$ cat config.mk
export PLATFORM = sky130hd
export DESIGN_NAME = intalu
export DESIGN_NICKNAME = d
export VERILOG_FILES = /design/src/rtl/intalu_pkg.sv /design/src/rtl/intalu_addsub.sv /design/src/rtl/intalu_shift.sv /design/src/rtl/intalu_bitwise.sv /design/src/rtl/intalu.sv
export SDC_FILE = /design/constraint.sdc
export NUM_CORES = 1
export LEC_CHECK = 0
export BUFFER_PORTS_ARGS = -buffer_cell sky130_fd_sc_hd__clkbuf_2
export CORE_AREA = 2 2 95 97
export DETAILED_ROUTE_END_ITERATION = 8
export DIE_AREA = 0 0 97 99
export GPL_TIMING_DRIVEN = 0
export PLACE_DENSITY = 0.94
export SYNTH_ARGS = -nofsm -noshare
export SYNTH_HDL_FRONTEND = slang
export SYNTH_SLANG_ARGS = --single-unit
$ cat constraint.sdc
create_clock -name vclk -period 26.2
set_input_delay 1.31 -clock vclk [all_inputs]
set_output_delay 1.31 -clock vclk [all_outputs]
set_load 0.005 [all_outputs]
$ cat src/rtl/intalu_pkg.sv
package intalu_pkg;

   localparam int OP_W = 4;

   typedef enum logic [OP_W-1:0] {
      OP_ADD = 4'h0,
      OP_SUB = 4'h1,
      OP_AND = 4'h2,
      OP_OR  = 4'h3,
      OP_NOR = 4'h4,
      OP_SLL = 4'h5,
      OP_SRL = 4'h6,
      OP_SLT = 4'h7
   } op_e;

   typedef enum logic [1:0] {
      BW_AND = 2'd0,
      BW_OR  = 2'd1,
      BW_NOR = 2'd2
   } bw_fn_e;

   function automatic logic op_needs_sub(input logic [OP_W-1:0] op);
      return (op == OP_SUB) || (op == OP_SLT);
   endfunction

endpackage

$ cat src/rtl/intalu_addsub.sv
module intalu_addsub #(
   parameter int DATA_W = 32,
   parameter int STYLE  = 0      // 0: explicit ripple chain, 1: inferred adder
) (
   input  logic [DATA_W-1:0] a,
   input  logic [DATA_W-1:0] b,
   input  logic              sub,
   output logic [DATA_W-1:0] sum
);

   logic [DATA_W-1:0] b_eff;
   assign b_eff = sub ? ~b : b;

   generate
      if (STYLE == 0) begin : g_ripple
         logic [DATA_W-1:0] cy;
         assign cy[0] = sub;
         for (genvar i = 0; i < DATA_W; i++) begin : g_bit
            assign sum[i] = a[i] ^ b_eff[i] ^ cy[i];
            if (i < DATA_W - 1) begin : g_carry
               assign cy[i+1] = (a[i] & b_eff[i]) | (cy[i] & (a[i] ^ b_eff[i]));
            end
         end
      end else if (STYLE == 1) begin : g_infer
         assign sum = a + b_eff + {{(DATA_W-1){1'b0}}, sub};
      end else begin : g_bad_style
         $error("intalu_addsub: STYLE must be 0 or 1");
      end
   endgenerate

   always_comb begin
      if (sub) begin
         assert_sub_wraps_R2: assert (sum == a - b)
            else $error("subtract path disagrees with a-b");
      end else begin
         assert_add_wraps_R3: assert (sum == a + b)
            else $error("add path disagrees with a+b");
      end
   end

endmodule

$ cat src/rtl/intalu_shift.sv
module intalu_shift #(
   parameter int DATA_W  = 32,
   parameter int SHAMT_W = 5,
   parameter int STYLE   = 0     // 0: log-stage barrel, 1: inferred shift operators
) (
   input  logic [DATA_W-1:0]  din,
   input  logic [SHAMT_W-1:0] amt,
   input  logic               left,
   output logic [DATA_W-1:0]  dout
);

   generate
      if ((1 << SHAMT_W) != DATA_W) begin : g_bad_width
         $error("intalu_shift: 2**SHAMT_W must equal DATA_W");
      end

      if (STYLE == 0) begin : g_barrel
         function automatic logic [DATA_W-1:0] flip(input logic [DATA_W-1:0] v);
            logic [DATA_W-1:0] r;
            for (int i = 0; i < DATA_W; i++) r[i] = v[DATA_W-1-i];
            return r;
         endfunction

         logic [DATA_W-1:0] stg [SHAMT_W+1];
         assign stg[0] = left ? flip(din) : din;
         for (genvar k = 0; k < SHAMT_W; k++) begin : g_stage
            assign stg[k+1] = amt[k] ? (stg[k] >> (2**k)) : stg[k];
         end
         assign dout = left ? flip(stg[SHAMT_W]) : stg[SHAMT_W];
      end else if (STYLE == 1) begin : g_infer
         assign dout = left ? (din << amt) : (din >> amt);
      end else begin : g_bad_style
         $error("intalu_shift: STYLE must be 0 or 1");
      end
   endgenerate

   always_comb begin
      if (amt == '0) begin
         assert_zero_amt_identity_R5: assert (dout == din)
            else $error("shift by zero altered the operand");
      end
      if (amt != '0) begin
         if (left) begin
            assert_left_zero_fill_R5: assert (dout[0] == 1'b0)
               else $error("left shift did not fill bit 0 with zero");
         end else begin
            assert_right_zero_fill_R5: assert (dout[DATA_W-1] == 1'b0)
               else $error("right shift did not fill top bit with zero");
         end
      end
   end

endmodule

$ cat src/rtl/intalu_bitwise.sv
module intalu_bitwise
   import intalu_pkg::*;
#(
   parameter int DATA_W = 32
) (
   input  logic [DATA_W-1:0] a,
   input  logic [DATA_W-1:0] b,
   input  bw_fn_e            fn,
   output logic [DATA_W-1:0] y
);

   always_comb begin
      unique case (fn)
         BW_AND:  y = a & b;
         BW_OR:   y = a | b;
         BW_NOR:  y = ~(a | b);
         default: y = '0;
      endcase
   end

   always_comb begin
      if (fn == BW_NOR && b == '0) begin
         assert_nor_as_not_R4: assert (y == ~a)
            else $error("NOR with zero is not the complement");
      end
   end

endmodule

$ cat src/rtl/intalu.sv
module intalu
   import intalu_pkg::*;
#(
   parameter int DATA_W      = 32,
   parameter int ADD_STYLE   = 0,
   parameter int SHIFT_STYLE = 0,
   localparam int SHAMT_W    = $clog2(DATA_W)
) (
   input  logic [OP_W-1:0]    op_sel,
   input  logic [DATA_W-1:0]  opa,
   input  logic [DATA_W-1:0]  opb,
   input  logic [SHAMT_W-1:0] shamt,
   output logic [DATA_W-1:0]  result,
   output logic               zero
);

   localparam int MSB = DATA_W - 1;

   generate
      if (DATA_W < 8 || (DATA_W & (DATA_W - 1)) != 0) begin : g_bad_width
         $error("intalu: DATA_W must be a power of two of at least 8");
      end
   endgenerate

   logic [DATA_W-1:0] sum_w, shift_w, bit_w;
   logic              sub_w, left_w, lt_w;
   bw_fn_e            bw_fn;

   assign sub_w  = op_needs_sub(op_sel);
   assign left_w = (op_sel == OP_SLL);

   always_comb begin
      if (op_sel == OP_AND)     bw_fn = BW_AND;
      else if (op_sel == OP_OR) bw_fn = BW_OR;
      else                      bw_fn = BW_NOR;
   end

   intalu_addsub #(.DATA_W(DATA_W), .STYLE(ADD_STYLE)) u_addsub (
      .a   (opa),
      .b   (opb),
      .sub (sub_w),
      .sum (sum_w)
   );

   intalu_shift #(.DATA_W(DATA_W), .SHAMT_W(SHAMT_W), .STYLE(SHIFT_STYLE)) u_shift (
      .din  (opa),
      .amt  (shamt),
      .left (left_w),
      .dout (shift_w)
   );

   intalu_bitwise #(.DATA_W(DATA_W)) u_bitwise (
      .a  (opa),
      .b  (opb),
      .fn (bw_fn),
      .y  (bit_w)
   );

   // Signs differ: the negative operand is smaller; otherwise the difference cannot overflow.
   assign lt_w = (opa[MSB] ^ opb[MSB]) ? opa[MSB] : sum_w[MSB];

   always_comb begin
      case (op_sel)
         OP_ADD, OP_SUB:         result = sum_w;
         OP_AND, OP_OR, OP_NOR:  result = bit_w;
         OP_SLL, OP_SRL:         result = shift_w;
         OP_SLT:                 result = {{(DATA_W-1){1'b0}}, lt_w};
         default:                result = '0;
      endcase
   end

   assign zero = ~|result;

   always_comb begin
      if (op_sel == OP_SLT) begin
         assert_slt_signed_R6: assert (result == {{(DATA_W-1){1'b0}}, ($signed(opa) < $signed(opb))})
            else $error("signed compare result wrong");
      end
      assert_zero_flag_R7: assert (zero == (result == '0))
         else $error("zero flag inconsistent with result");
      if (op_sel > OP_SLT) begin
         assert_unused_code_R8: assert (result == '0 && zero)
            else $error("unused code produced nonzero result");
      end
   end

endmodule

# Word-level counts from Yosys, hierarchy flattened
# Cells that the tools add are included.
# word_totals
reg_bits	0
input_bits	73
# op_classes
n_eq_ne	9
mux	13
bitwise_logic	162
reduce_logical	8
# ops
op	count
2-to-1 mux 32 bit	8
one-hot mux 32 bit (4 select lines)	1
one-hot mux 32 bit (3 select lines)	1
XOR 1 bit	65
inverter 32 bit	2
bitwise AND 1 bit	62
bitwise AND 32 bit	1
bitwise OR 32 bit	1
OR reduction 32 bit	1
bitwise OR 1 bit	31
== test 4 x 3 -> 1 bit, second input constant	4
== test 4 x 2 -> 1 bit, second input constant	2
== test 4 x 1 -> 1 bit, second input constant	1
zero test 4 bit	1
2-to-1 mux 2 bit	2
OR reduction 2 bit	2
OR reduction 3 bit	1
== test 2 x 1 -> 1 bit, second input constant	1
== test 2 bit, second input constant	1
zero test 2 bit	1
zero test 1 bit	1
logical OR 1 bit	1
2-to-1 mux 1 bit	1

# Depth between registers and ports, before layout
# depth
depth_word	71
depth_mapped	50

# Modules after synthesis
# A second synthesis with hierarchy kept.
# hier_totals
hier_cells	791
area_unflattened_um2	6528.8
# by_module_without_submodules
module	n_inst	cells_per_inst	area_per_inst_um2
intalu_shift	1	343	2985.4
intalu	1	209	1376.3
intalu_addsub	1	129	1204.9
intalu_bitwise	1	110	962.2

# Worst setup path before layout
# No wires, ideal clock.
# synth_timing
kind	input-to-output
from	in op_sel[1]
to	out zero
arrival_ns	16.350
required_time_ns	24.890
setup_slack_ns	8.540
cell_stages	49
path_buffers	3
path_cell_list	clkbuf_1 -> nor2b_1 -> or4b_1 -> clkbuf_1 -> buf_1 -> xor2_1 -> fa_1 -> inv_1 -> fa_1 -> fa_1 -> fa_1 -> fa_1 -> fa_1 -> fa_1 -> fa_1 -> inv_1 -> fa_1 -> fa_1 -> [... 13 more ...] -> fa_1 -> fa_1 -> fa_1 -> fa_1 -> fa_1 -> fa_1 -> fa_1 -> inv_1 -> fa_1 -> xor2_1 -> xnor2_1 -> nor2_1 -> xnor2_1 -> nand4_1 -> o211ai_1 -> or4_1 -> or4_1 -> nor4_2
# synth_between
elab_chain_cells	71
# synth_lines
item	line_no	rtl
from (decl)	intalu.sv:9	input logic [OP_W-1:0] op_sel,
== test 4 x 1 -> 1 bit or == test 4 x 3 -> 1 bit (tied branches)	intalu_pkg.sv:23, intalu.sv:63	
logical OR 1 bit	intalu_pkg.sv:23	return (op == OP_SUB) || (op == OP_SLT);
2-to-1 mux 32 bit	intalu_addsub.sv:12	assign b_eff = sub ? ~b : b;
XOR 1 bit	intalu_addsub.sv:19, intalu_addsub.sv:21	
bitwise AND 1 bit	intalu_addsub.sv:21	assign cy[i+1] = (a[i] & b_eff[i]) | (cy[i] & (a[i] ^ b_eff[i]));
bitwise OR 1 bit	intalu_addsub.sv:21	
bitwise AND 1 bit	intalu_addsub.sv:21	
bitwise OR 1 bit	intalu_addsub.sv:21	
[... 56 more ...]	--	
bitwise AND 1 bit	intalu_addsub.sv:21	
bitwise OR 1 bit	intalu_addsub.sv:21	
XOR 1 bit	intalu_addsub.sv:19	assign sum[i] = a[i] ^ b_eff[i] ^ cy[i];
2-to-1 mux 1 bit	intalu.sv:60	assign lt_w = (opa[MSB] ^ opb[MSB]) ? opa[MSB] : sum_w[MSB];
one-hot mux 32 bit (4 select lines) *	intalu.sv:63	case (op_sel)
via result[0]	intalu.sv:13	output logic [DATA_W-1:0] result,
OR reduction 32 bit *	intalu.sv:72	assign zero = ~|result;
zero test 1 bit *	intalu.sv:72	
to (decl)	intalu.sv:14	output logic zero
# Mark *: on every way through the listed nets, which the timed path passes. The rest lies on a longest branch.

# Worst setup path after layout
# layout_timing
from	in op_sel[1]
to	out zero
# layout_between
elab_chain_cells	71
# layout_lines
item	line_no
== test 4 x 1 -> 1 bit or == test 4 x 3 -> 1 bit (tied branches)	intalu_pkg.sv:23, intalu.sv:63
logical OR 1 bit	intalu_pkg.sv:23
2-to-1 mux 32 bit	intalu_addsub.sv:12
XOR 1 bit	intalu_addsub.sv:19, intalu_addsub.sv:21
bitwise AND 1 bit	intalu_addsub.sv:21
bitwise OR 1 bit	intalu_addsub.sv:21
bitwise AND 1 bit	intalu_addsub.sv:21
bitwise OR 1 bit	intalu_addsub.sv:21
[... 55 more ...]	--
bitwise OR 1 bit	intalu_addsub.sv:21
bitwise AND 1 bit	intalu_addsub.sv:21
bitwise OR 1 bit	intalu_addsub.sv:21
XOR 1 bit	intalu_addsub.sv:19
2-to-1 mux 1 bit	intalu.sv:60
one-hot mux 32 bit (4 select lines) *	intalu.sv:63
OR reduction 32 bit *	intalu.sv:72
zero test 1 bit *	intalu.sv:72
# Every way passes the cells marked *; elsewhere a longest branch is shown, timed or not.

==> impl_metrics.tcl <==
set metrics [dict create \
    status "finished with violations" \
    violated_checks "DRC" \
    synth_cells 625 \
    die_w_um 97 \
    synth_seq_area_share_pct 0 \
    grt_setup_unrepaired "false" \
    worstSetupEndpointType "primary output" \
    fin_setup_tns_ps 0 \
    portion_of_the_clock_cycle_consumed_by_the_worst_path_in_the_final_layout_pct 75.6 \
    arrival_ps 18490 \
    timing.critical_path.from_type "input pin" \
    post_cts_resize_count 0 \
    post_synth_num_cell_types 70 \
    synth.top_cell.area_share_pct 12.1 \
    fin_crit_ps 19800 \
    final_net_count 836 \
    path_class "input pin to primary output" \
    maxClockFrequency_mhz 50.5 \
    gpl.final_weighted_congestion 1.18 \
    insertedDiodeCount 0 \
    ys_top_cells_by_area "sky130_fd_sc_hd__fa_1, sky130_fd_sc_hd__mux4_2, sky130_fd_sc_hd__maj3_1" \
    cp_slowest_cell "sky130_fd_sc_hd__buf_1" \
    drv.max_cap_violation_count 0 \
    final_layout_size_suffix_gt1_share_pct 20.9 \
    finish.utilization_pct 65.8 \
    dp.final_hpwl_mm 18.0 \
    grt_antenna_before_repair 0 \
    drcViolationCount 1 \
    dieArea_um2 9600 \
    detailed_route_wl_mm 22.8 \
    holdCritStartpoint "opb[29]" \
    synth_area_per_cell_um2 7.97 \
    p_leak_nw 2.13 \
    detailed_place.area_um2 5630 \
    floorplan.die.height_um 99 \
    critical-path-top-delay-family "adder cells" \
    avgRoutedWirePerCell_um 27.3 \
    grt_pass1_wl_mm 34.7 \
    grt_start_max_net_pins 11 \
    routed-via-count 6682 \
    worst_setup_path_startpoint "op_sel[1]" \
    grt.total_usage_pct 45.6 \
    vias_per_cell 8.00 \
    ant_nets 0 \
    p_per_area_nw_per_um2 23.8 \
    path_buf_inv 9 \
    final_cells 835 \
    timing.critical_path.slowest_cell_delay_ps 690 \
    design.seq.count 0 \
    seq_area_um2 0 \
    yosys_warnings 0 \
    post_cts_setup_buffer_count 0 \
    synth_commonest_cells "sky130_fd_sc_hd__nor2_1, sky130_fd_sc_hd__nor3_1, sky130_fd_sc_hd__clkbuf_1, sky130_fd_sc_hd__nand2_1, sky130_fd_sc_hd__a21oi_1" \
    synth.cell_area_um2 4980 \
    critical-path-top-cell-by-count "sky130_fd_sc_hd__fa_1" \
    synthesis.nets 732 \
    max_slew_margin_pct 19.2 \
    multiInputGateArea_um2 4670 \
    preCtsSetupSlack_ps 6740 \
    finalHoldViolCount 0 \
    worst_slew_pin_slew_ps 1200 \
    setup_viol_count_final 0 \
    synth_top_area_cell "sky130_fd_sc_hd__fa_1" \
    overflow 0 \
    synthesis_to_layout_area_growth_pct 13.0 \
    first_pass_iters 9 \
    hold_class "input pin to primary output" \
    fp.coreArea_um2 8550 \
    post-synth-top-count-cell "sky130_fd_sc_hd__nor2_1" \
    worst_ep_required_time_ps 24890 \
    max-vdd-ir-drop_mv 0.0143 \
    area_of_all_placed_cells_without_fillers_um2 5630 \
    cts_hold_bufs 0 \
    count_of_clock_net_buffers_in_the_final_layout 0 \
    dp.cells 835 \
    rows 34 \
    grt_pass1_vias 6301 \
    detail_route.iter0.violations 1113 \
    max_slew_vio_count 0 \
    initial_core_util_pct 58.3 \
    fillCellCount 706 \
    port_buffers 102 \
    critPathMaxFanout 10 \
    setup_slack_ps 6400 \
    design.portCount 106 \
]
==> cells in the final DEF (no fill, tap or decap), types with 28 or more instances in the layout <==
cell	instances
sky130_fd_sc_hd__clkbuf_2	102
sky130_fd_sc_hd__nor2_1	45
sky130_fd_sc_hd__nor3_1	43
sky130_fd_sc_hd__clkbuf_1	38
sky130_fd_sc_hd__nand2_1	38
sky130_fd_sc_hd__a21oi_1	32
sky130_fd_sc_hd__maj3_1	30
sky130_fd_sc_hd__fa_1	30
sky130_fd_sc_hd__xnor2_1	29
sky130_fd_sc_hd__mux2i_1	28
==> report_power, final <==
part / leakage, nW / internal (W) / switching (W)
combinational: 2.13 / 0.0000520 / 0.0000820
clock: 0 / 0 / 0
sequential: 0 / 0 / 0
total: 2.13 / 0.0000520 / 0.0000820
==> cell families (layout without fill, tap and decap cells) <==
logic type | count (synthesis) | count (layout) | synth area share, %
xor+xnor | 35 | 35 | 6.15
mux | 64 | 64 | 19.8
fa+ha+maj | 64 | 64 | 19.1
simple gates | 199 | 199 | 20.3
buf+inv | 71 | 173 | 6.23
compound gates | 192 | 192 | 28.5
==> path summary, 6_finish.rpt <==
check / endpoint / cells past startpoint
setup / recovery: zero / 51
hold / removal: result[29] / 5
==> cell type report <==
class	instances	area share, %
Buffer	54	4.38
Inverter	17	1.13
Tap cell	108	2.40
Multi-Input combinational cell	554	83.0
Timing Repair Buffer	102	9.07
==> stage by stage <==
stage | hold slack (ps) | total power, W
after CTS | 3160 | 0.000127
after floorplan | 2870 | 0.0000793
after global placement | 3140 | 0.000121
final | 3160 | 0.000134
after detailed placement | 3160 | 0.000126
after global routing | 3250 | 0.000140
==> per-layer routing <==
layer	up-vias	GRT usage, %	wire length, um
met3	240	13.5	3850
met4	0	29.0	2380
li1	2667	-	-
met2	807	70.5	9310
met1	2968	55.6	7280
met5	-	0	0
(Power assumes the default switching activity.)
